==> src/rtl/ser_clk_pkg.sv <==
package ser_clk_pkg;
  localparam int unsigned REG_W  = 8;
  localparam int unsigned SIE_B  = 7;
  localparam int unsigned OIE_B  = 6;
  localparam int unsigned WM_HI  = 5;
  localparam int unsigned WM_LO  = 4;
  localparam int unsigned CS_HI  = 3;
  localparam int unsigned CS_LO  = 2;
  localparam int unsigned CLK_B  = 1;
  localparam int unsigned TGL_B  = 0;

  typedef enum logic [1:0] {
    CS_SOFT     = 2'b00,
    CS_TIMER    = 2'b01,
    CS_EXT_RISE = 2'b10,
    CS_EXT_FALL = 2'b11
  } clk_sel_e;
endpackage

==> src/rtl/ser_ctrl_reg.sv <==
module ser_ctrl_reg
  import ser_clk_pkg::*;
(
  input  logic             clk_i,
  input  logic             rst_ni,
  input  logic             wr_i,
  input  logic [REG_W-1:0] wdata_i,
  output logic [REG_W-1:0] rdata_o,
  output logic             sie_o,
  output logic             oie_o,
  output logic [1:0]       wm_o,
  output clk_sel_e         cs_o,
  output logic             sw_tick_o
);
  logic [REG_W-1:TGL_B+2] q;
  logic                   wr_soft;
  logic                   wr_emul;

  always_ff @(posedge clk_i or negedge rst_ni) begin
    if (!rst_ni)   q <= '0;
    else if (wr_i) q <= wdata_i[REG_W-1:TGL_B+2];
  end

  assign rdata_o = {q, 2'b00};
  assign sie_o   = q[SIE_B];
  assign oie_o   = q[OIE_B];
  assign wm_o    = q[WM_HI:WM_LO];
  assign cs_o    = clk_sel_e'(q[CS_HI:CS_LO]);

  // strobes act on the select value written in the same access
  assign wr_soft   = (wdata_i[CS_HI:CS_LO] == CS_SOFT) && wdata_i[CLK_B];
  assign wr_emul   = wdata_i[CS_HI] && wdata_i[CLK_B] && wdata_i[TGL_B];
  assign sw_tick_o = wr_i && (wr_soft || wr_emul);
endmodule

==> src/rtl/ser_clk_sel.sv <==
module ser_clk_sel
  import ser_clk_pkg::*;
#(
  parameter int unsigned SYNC_STAGES = 2
) (
  input  logic     clk_i,
  input  logic     rst_ni,
  input  clk_sel_e cs_i,
  input  logic     sck_i,
  input  logic     sdi_i,
  input  logic     timer_match_i,
  output logic     hw_tick_o,
  output logic     sdi_sync_o
);
  logic [SYNC_STAGES-1:0] sck_sync;
  logic [SYNC_STAGES-1:0] sdi_sync;
  logic                   sck_prev;
  logic                   rise;
  logic                   fall;

  genvar g;
  generate
    for (g = 0; g < SYNC_STAGES; g++) begin : g_sync
      if (g == 0) begin : g_first
        always_ff @(posedge clk_i or negedge rst_ni) begin
          if (!rst_ni) begin
            sck_sync[0] <= 1'b0;
            sdi_sync[0] <= 1'b0;
          end else begin
            sck_sync[0] <= sck_i;
            sdi_sync[0] <= sdi_i;
          end
        end
      end else begin : g_next
        always_ff @(posedge clk_i or negedge rst_ni) begin
          if (!rst_ni) begin
            sck_sync[g] <= 1'b0;
            sdi_sync[g] <= 1'b0;
          end else begin
            sck_sync[g] <= sck_sync[g-1];
            sdi_sync[g] <= sdi_sync[g-1];
          end
        end
      end
    end
  endgenerate

  always_ff @(posedge clk_i or negedge rst_ni) begin
    if (!rst_ni) sck_prev <= 1'b0;
    else         sck_prev <= sck_sync[SYNC_STAGES-1];
  end

  assign rise       = sck_sync[SYNC_STAGES-1] & ~sck_prev;
  assign fall       = ~sck_sync[SYNC_STAGES-1] & sck_prev;
  assign sdi_sync_o = sdi_sync[SYNC_STAGES-1];

  always_comb begin
    unique case (cs_i)
      CS_TIMER:    hw_tick_o = timer_match_i;
      CS_EXT_RISE: hw_tick_o = rise;
      CS_EXT_FALL: hw_tick_o = fall;
      default:     hw_tick_o = 1'b0;
    endcase
  end
endmodule

==> src/rtl/ser_bit_cnt.sv <==
module ser_bit_cnt #(
  parameter int unsigned CNT_W = 4
) (
  input  logic             clk_i,
  input  logic             rst_ni,
  input  logic             tick_i,
  input  logic             clr_i,
  output logic [CNT_W-1:0] cnt_o,
  output logic             ovf_o
);
  localparam logic [CNT_W-1:0] CNT_MAX = {CNT_W{1'b1}};

  logic wrap;
  assign wrap = tick_i && (cnt_o == CNT_MAX);

  always_ff @(posedge clk_i or negedge rst_ni) begin
    if (!rst_ni)     cnt_o <= '0;
    else if (tick_i) cnt_o <= cnt_o + 1'b1;
  end

  // set beats clear
  always_ff @(posedge clk_i or negedge rst_ni) begin
    if (!rst_ni)    ovf_o <= 1'b0;
    else if (wrap)  ovf_o <= 1'b1;
    else if (clr_i) ovf_o <= 1'b0;
  end
endmodule

==> src/rtl/ser_shift_reg.sv <==
module ser_shift_reg #(
  parameter int unsigned DATA_W = 8
) (
  input  logic              clk_i,
  input  logic              rst_ni,
  input  logic              shift_i,
  input  logic              din_i,
  output logic [DATA_W-1:0] data_o
);
  always_ff @(posedge clk_i or negedge rst_ni) begin
    if (!rst_ni)      data_o <= '0;
    else if (shift_i) data_o <= {data_o[DATA_W-2:0], din_i};
  end
endmodule

==> src/rtl/ser_clk_ctrl.sv <==
module ser_clk_ctrl
  import ser_clk_pkg::*;
#(
  parameter int unsigned CNT_W       = 4,
  parameter int unsigned DATA_W      = 8,
  parameter int unsigned SYNC_STAGES = 2
) (
  input  logic              clk_i,
  input  logic              rst_ni,
  input  logic              reg_wr_i,
  input  logic [REG_W-1:0]  reg_wdata_i,
  output logic [REG_W-1:0]  reg_rdata_o,
  output logic [1:0]        wire_mode_o,
  input  logic              sck_i,
  input  logic              sdi_i,
  input  logic              timer_match_i,
  input  logic              start_flag_i,
  input  logic              gie_i,
  input  logic              ovf_clr_i,
  output logic              shift_en_o,
  output logic [CNT_W-1:0]  cnt_o,
  output logic [DATA_W-1:0] data_o,
  output logic              ovf_flag_o,
  output logic              irq_ovf_o,
  output logic              irq_start_o
);
  logic     sie;
  logic     oie;
  clk_sel_e cs;
  logic     sw_tick;
  logic     hw_tick;
  logic     sdi_s;

  ser_ctrl_reg u_reg (
    .clk_i     (clk_i),
    .rst_ni    (rst_ni),
    .wr_i      (reg_wr_i),
    .wdata_i   (reg_wdata_i),
    .rdata_o   (reg_rdata_o),
    .sie_o     (sie),
    .oie_o     (oie),
    .wm_o      (wire_mode_o),
    .cs_o      (cs),
    .sw_tick_o (sw_tick)
  );

  ser_clk_sel #(.SYNC_STAGES(SYNC_STAGES)) u_sel (
    .clk_i         (clk_i),
    .rst_ni        (rst_ni),
    .cs_i          (cs),
    .sck_i         (sck_i),
    .sdi_i         (sdi_i),
    .timer_match_i (timer_match_i),
    .hw_tick_o     (hw_tick),
    .sdi_sync_o    (sdi_s)
  );

  // one pulse even when both sources fire
  assign shift_en_o = sw_tick | hw_tick;

  ser_bit_cnt #(.CNT_W(CNT_W)) u_cnt (
    .clk_i  (clk_i),
    .rst_ni (rst_ni),
    .tick_i (shift_en_o),
    .clr_i  (ovf_clr_i),
    .cnt_o  (cnt_o),
    .ovf_o  (ovf_flag_o)
  );

  ser_shift_reg #(.DATA_W(DATA_W)) u_sr (
    .clk_i   (clk_i),
    .rst_ni  (rst_ni),
    .shift_i (shift_en_o),
    .din_i   (sdi_s),
    .data_o  (data_o)
  );

  assign irq_ovf_o   = ovf_flag_o & oie & gie_i;
  assign irq_start_o = start_flag_i & sie & gie_i;
endmodule

==> config.mk <==
export PLATFORM = sky130hd
export DESIGN_NAME = ser_clk_ctrl
export DESIGN_NICKNAME = d
export VERILOG_FILES = /design/src/rtl/ser_clk_pkg.sv /design/src/rtl/ser_ctrl_reg.sv /design/src/rtl/ser_clk_sel.sv /design/src/rtl/ser_bit_cnt.sv /design/src/rtl/ser_shift_reg.sv /design/src/rtl/ser_clk_ctrl.sv
export SDC_FILE = /design/constraint.sdc
export NUM_CORES = 1
export LEC_CHECK = 0
export ABC_AREA = 1
export CAP_MARGIN = 20
export CORE_MARGIN = 10
export CORE_UTILIZATION = 42
export DETAILED_ROUTE_END_ITERATION = 10
export HOLD_SLACK_MARGIN = 0.05
export PLACE_DENSITY = 0.77
export SYNTH_ARGS = -nofsm -noshare
export SYNTH_HDL_FRONTEND = slang
export SYNTH_SLANG_ARGS = --single-unit
==> constraint.sdc <==
create_clock -name clk_i -period 1.35 [get_ports clk_i]
set_clock_uncertainty 0.05 [all_clocks]
set_input_delay 0.27 -clock clk_i [delete_from_list [all_inputs] [get_ports clk_i]]
set_output_delay 0.27 -clock clk_i [all_outputs]
set_load 0.02 [all_outputs]
---- Word-level counts from Yosys, hierarchy flattened ----
Index checks and enable logic that the tools add are counted.
word-level totals
  register bits ........................... 24
  bits of input ports ..................... 17
  output and inout port bits .............. 26
operators by class
  add/sub/neg operators ................... 1
  equal/unequal tests ..................... 4
  multiplexer cells ....................... 3
  bitwise gates (word level) .............. 9
  reductions and logical operators ........ 8
operators with widths
  operator                                                                number
  1-bit bitwise AND                                                       6
  1-bit logical AND                                                       5
  4-bit by 1-bit adder with 4-bit output (second input constant)          1
  2-bit equality test (second input constant)                             2
  4-bit equality test (second input constant)                             1
  1-bit case mux with 3 select lines                                      1
  2-bit by 1-bit equality test with 1-bit output (second input constant)  1
  2-bit zero test                                                         1
  1-bit two-way mux                                                       2
  1-bit NOT                                                               2
  2-bit nonzero test                                                      1
  1-bit logical OR                                                        1
  1-bit bitwise OR                                                        1

---- Longest topological paths before layout ----
Gate-level depths: netlist of run 1.
  depth in word-level cells ............... 7
  gate-level depth with buffers ........... 8

---- Cells and area by module ----
Synthesis of run 1 repeated with hierarchy kept, for this count alone.
unflattened totals
  cell total of the unflattened synthesis .. 121
  area total of the unflattened synthesis .. 1,069.8 um2
by module, submodules not included
  module         times used  cells each  area an instance (um2)  sequential area each (um2)
  ser_ctrl_reg   1           40          340.3                   150.1
  ser_shift_reg  1           34          305.3                   200.2
  ser_bit_cnt    1           23          217.7                   125.1
  ser_clk_sel    1           17          177.7                   125.1
  ser_clk_ctrl   1           7           28.8                    0.0

---- Worst setup path after synthesis of run 1 ----
No wires, ideal clock.
  path type ............................... register to output
  start point ............................. register u_reg.q[2] (netlist bit)
  end point ............................... output port shift_en_o
  arrival time ............................ 1,016 ps
  data required time ...................... 1,030 ps
  setup slack ............................. 14 ps
  cell stages (with the launch flop) ...... 7
  path buffers ............................ 1
  cell sequence ........................... dfrtp_1 -> nand2_1 -> inv_1 -> nand2_1 -> nand3_1 -> nand2_4 -> buf_6
on the way
  cells in the longest elaborated chain, start to end .. 3
  elaborated cells between the ends (all ways) .. 5
  those cells by class .................... eq/ne (3); mux (1); bitwise (1)
RTL lines
  what                                                                                          line                RTL
  start, declared                                                                               ser_ctrl_reg.sv:15  logic [REG_W-1:TGL_B+2] q;
  start signal, assigned                                                                        ser_ctrl_reg.sv:21  else if (wr_i) q <= wdata_i[REG_W-1:TGL_B+2];
  2-bit equality test / 2-bit by 1-bit equality test with 1-bit output (equally long branches)  ser_clk_sel.sv:58   unique case (cs_i)
  1-bit case mux with 3 select lines (*)                                                        ser_clk_sel.sv:58
  1-bit bitwise OR (*)                                                                          ser_clk_ctrl.sv:59  assign shift_en_o = sw_tick | hw_tick;
  end, declared                                                                                 ser_clk_ctrl.sv:20  output logic shift_en_o,
Every way passes the cells marked *; elsewhere a longest branch is shown, timed or not.

---- Worst setup path after layout of run 1 ----
Same ends and word-level chain as after synthesis.

==> impl_metrics.toml, run 1 <==
[die]
placementRows = 18
die-area_um2 = 4940
io_pins = 43
dieWidth_um = 70.3
core_um2 = 2450
start_util_pct = 43.2
die_y_um = 70.3

[setup_path]
crit_path_end_kind = "primary output"
reg2reg_setup_slack_ps = 140
max_stage_delay_ps = 420
crit_arrival_ps = 1200
crit_type = "flip-flop to primary output"
path_cells = "nand2_1 > inv_1 > nand2_2 > nand3_4 > nand2_4 > buf_6"
crit_family = "flip-flops"
worstSetupStartpointType = "flip-flop"
crit_slowest_cell = "dfrtp_1"
cp.required_ps = 1030
path_max_fanout = 4
path_buf_inv = 2

[run]
cap_violations = 0

[clocking]
worstSkewPairLatency_ps = 300
numCtsBuffers = 3
cts_sinks = 24
ctsRootBufferMaster = "clkbuf_4"
cts_tree = "done"
cts_hold_buf = 0
cts_buffer_depth = 2
ctsHtreeMaxLevel = 1
clk_pin_slew_ps = 110

[timing]
holdWs_ps = 198
finalSetupViolCount = 1
post-route-min-period_ps = 1520
fmax_ghz = 0.658
timing.setup.tns_ps = -169
report.final.slew_viol_count = 0
rsz0062_at_grt = "yes"
hold_viol = 0
period_share_pct = 113
timing.final.ws_setup_ps = -169

[run_status]
violations = "setup timing"
outcome = "finished, violations left"

[placed_design]
gp_congestion = 0.728
dp_worst_setup_slack_ps = -660
placed_area_um2 = 1510
port_buffers = 40
dp_hpwl_um = 1960
dp.cells = 186

[synthesis]
synth-xor-area-share_pct = 1.65
synth-compound-area-share_pct = 1.42
synth_adder_area_share_pct = 1.18
ys_warn_count = 0
syn_avg_cell_area_um2 = 9.31
ys_types = 18
ys_seq_elements = 24
synth_top_area_share_pct = 56.6
synthTopCellsByArea = "dfrtp_1, nand2_1, nand3_1, buf_4, inv_1"
synthMuxAreaShare_pct = 3.18
yosysTopAreaCell = "dfrtp_1"
synth_top_family_by_area = "simple AND/OR/NAND/NOR gates"
synthSimpleGateAreaFrac_pct = 25.1
synthCells = 114
syn_area_um2 = 1060
synth-seq-area-share_pct = 56.6

[detailed_routing]
drtIter0Drc = 24
drc = 0
ant_nets = 0
routed-via-count = 896
via_per_inst = 4.72
wl_um = 2630
wl_per_cell_um = 13.8
dr.pass1.iters = 4

[cells_and_area]
final_common_cell = "nand2_1"
layoutNonFillerInstCount = 190
num-nets-final = 180
area_growth_pct = 43.2
fillers = 227
drive_above_1_share_pct = 33.1
utilization_pct = 61.9
n_antenna_cell = 0
layout_common_cells = "nand2_1, dfrtp_1, nand3_1, clkdlybuf4s50_1, buf_4"
design_area_um2 = 1520
register_area_um2 = 601
multiInputGateArea_um2 = 385

[global_route]
grt_pass1_wl_um = 4370
gr-total-overflow = 0
grt_pass1_vias = 966
grt_max_degree = 25
antenna_found_initial = 0
grt_use_total_pct = 10.5

[power_and_ir_drop]
ir_drop_uv = 1380
p_leak_nw = 0.820
total_power_mw = 2.28
p_per_area_nw_per_um2 = 1500

[hold_path]
hold_path.class = "input pin to flip-flop"
[what timing repair did]
item,in CTS,in global routing
pin swaps,0,6
buffers inserted,0,1
setup endpoints to repair,24,18
resized for setup,69,30
[cell families after synthesis]
logic type | Yosys count
AND/OR/NAND/NOR | 61
XOR/XNOR | 2
buffers and inverters | 19
AO/OA/AOI/OAI | 3
other | 1
flip-flops | 24
adder cells (fa/ha/maj) | 1
multiplexers | 3
[final timing paths]
kind / from / to / depth (start not counted)
max: u_reg.q[2] / shift_en_o / 6
min: reg_wdata_i[3] / u_reg.q[3] / 3
max reg2reg: u_reg.q[2] / u_cnt.cnt_o[1] / 8
min reg2reg: u_sel.sck_sync[0] / u_sel.sck_sync[1] / 0
max in group asynchronous: rst_ni / u_reg.q[2] / 2
min in group asynchronous: rst_ni / u_sr.data_o[3] / 2
[area by class of cell]
type	count	share of cell area, %
Sequential cell	24	39.5
Timing Repair Buffer	52	28.9
Multi-Input combinational cell	72	25.4
Tap cell	30	2.47
Inverter	9	2.22
Clock buffer	3	1.48
[cells in the mapped netlist, drive strengths merged]
| cell | number |
|---|---|
| o21ai | 3 |
| nand2 | 42 |
| dfrtp | 24 |
| buf | 10 |
| xnor2 | 1 |
| xor2 | 1 |
| conb | 1 |
| mux2 | 3 |
| ha | 1 |
| nor2 | 3 |
| and3 | 2 |
| nand3 | 14 |
| inv | 9 |
[metal layers]
layer	vias up	wire length (um)	track usage (%)	part of all wire, %
li1	438	-	-	-
met1	421	1050	11.7	40
met2	33	1390	18.7	53
met3	4	158	2.54	6.0
met4	0	27	3.95	1.0
met5	-	0	0	0
[flip-flops by register name (all words and copies together), names as in the netlist]
| register | flops |
|---|---|
| u_sel.sdi_sync_o | 1 |
| u_sel.sdi_sync | 1 |
| u_reg.q | 6 |
| u_cnt.cnt_o | 4 |
| u_sel.sck_prev | 1 |
| u_sel.sck_sync | 2 |
| u_cnt.ovf_o | 1 |
| u_sr.data_o | 8 |
[worst min-delay path: cells and delay by family]
family | cells | cell delay, ps
buf+inv | 1 | 110
simple gates | 1 | 60
compound gates | 1 | 70
[report_power, final]
group | switching (mW) | internal (mW) | total [mW]
sequential | 0.112 | 0.884 | 0.996
combinational | 0.565 | 0.425 | 0.990
clock | 0.191 | 0.104 | 0.295
No activity file was read; power rests on OpenSTA's default activity.
==> inputs of run 2 (changes only) <==
--- a/config.mk
+++ b/config.mk
@@ -6,7 +6,7 @@
 export NUM_CORES = 1
 export LEC_CHECK = 0
 export ABC_AREA = 1
-export CAP_MARGIN = 20
+export CAP_MARGIN = 25
 export CORE_MARGIN = 10
 export CORE_UTILIZATION = 42
 export DETAILED_ROUTE_END_ITERATION = 10
==> results of run 2 <==
The final DEF is identical to that of run 1; final timing and power are the same.
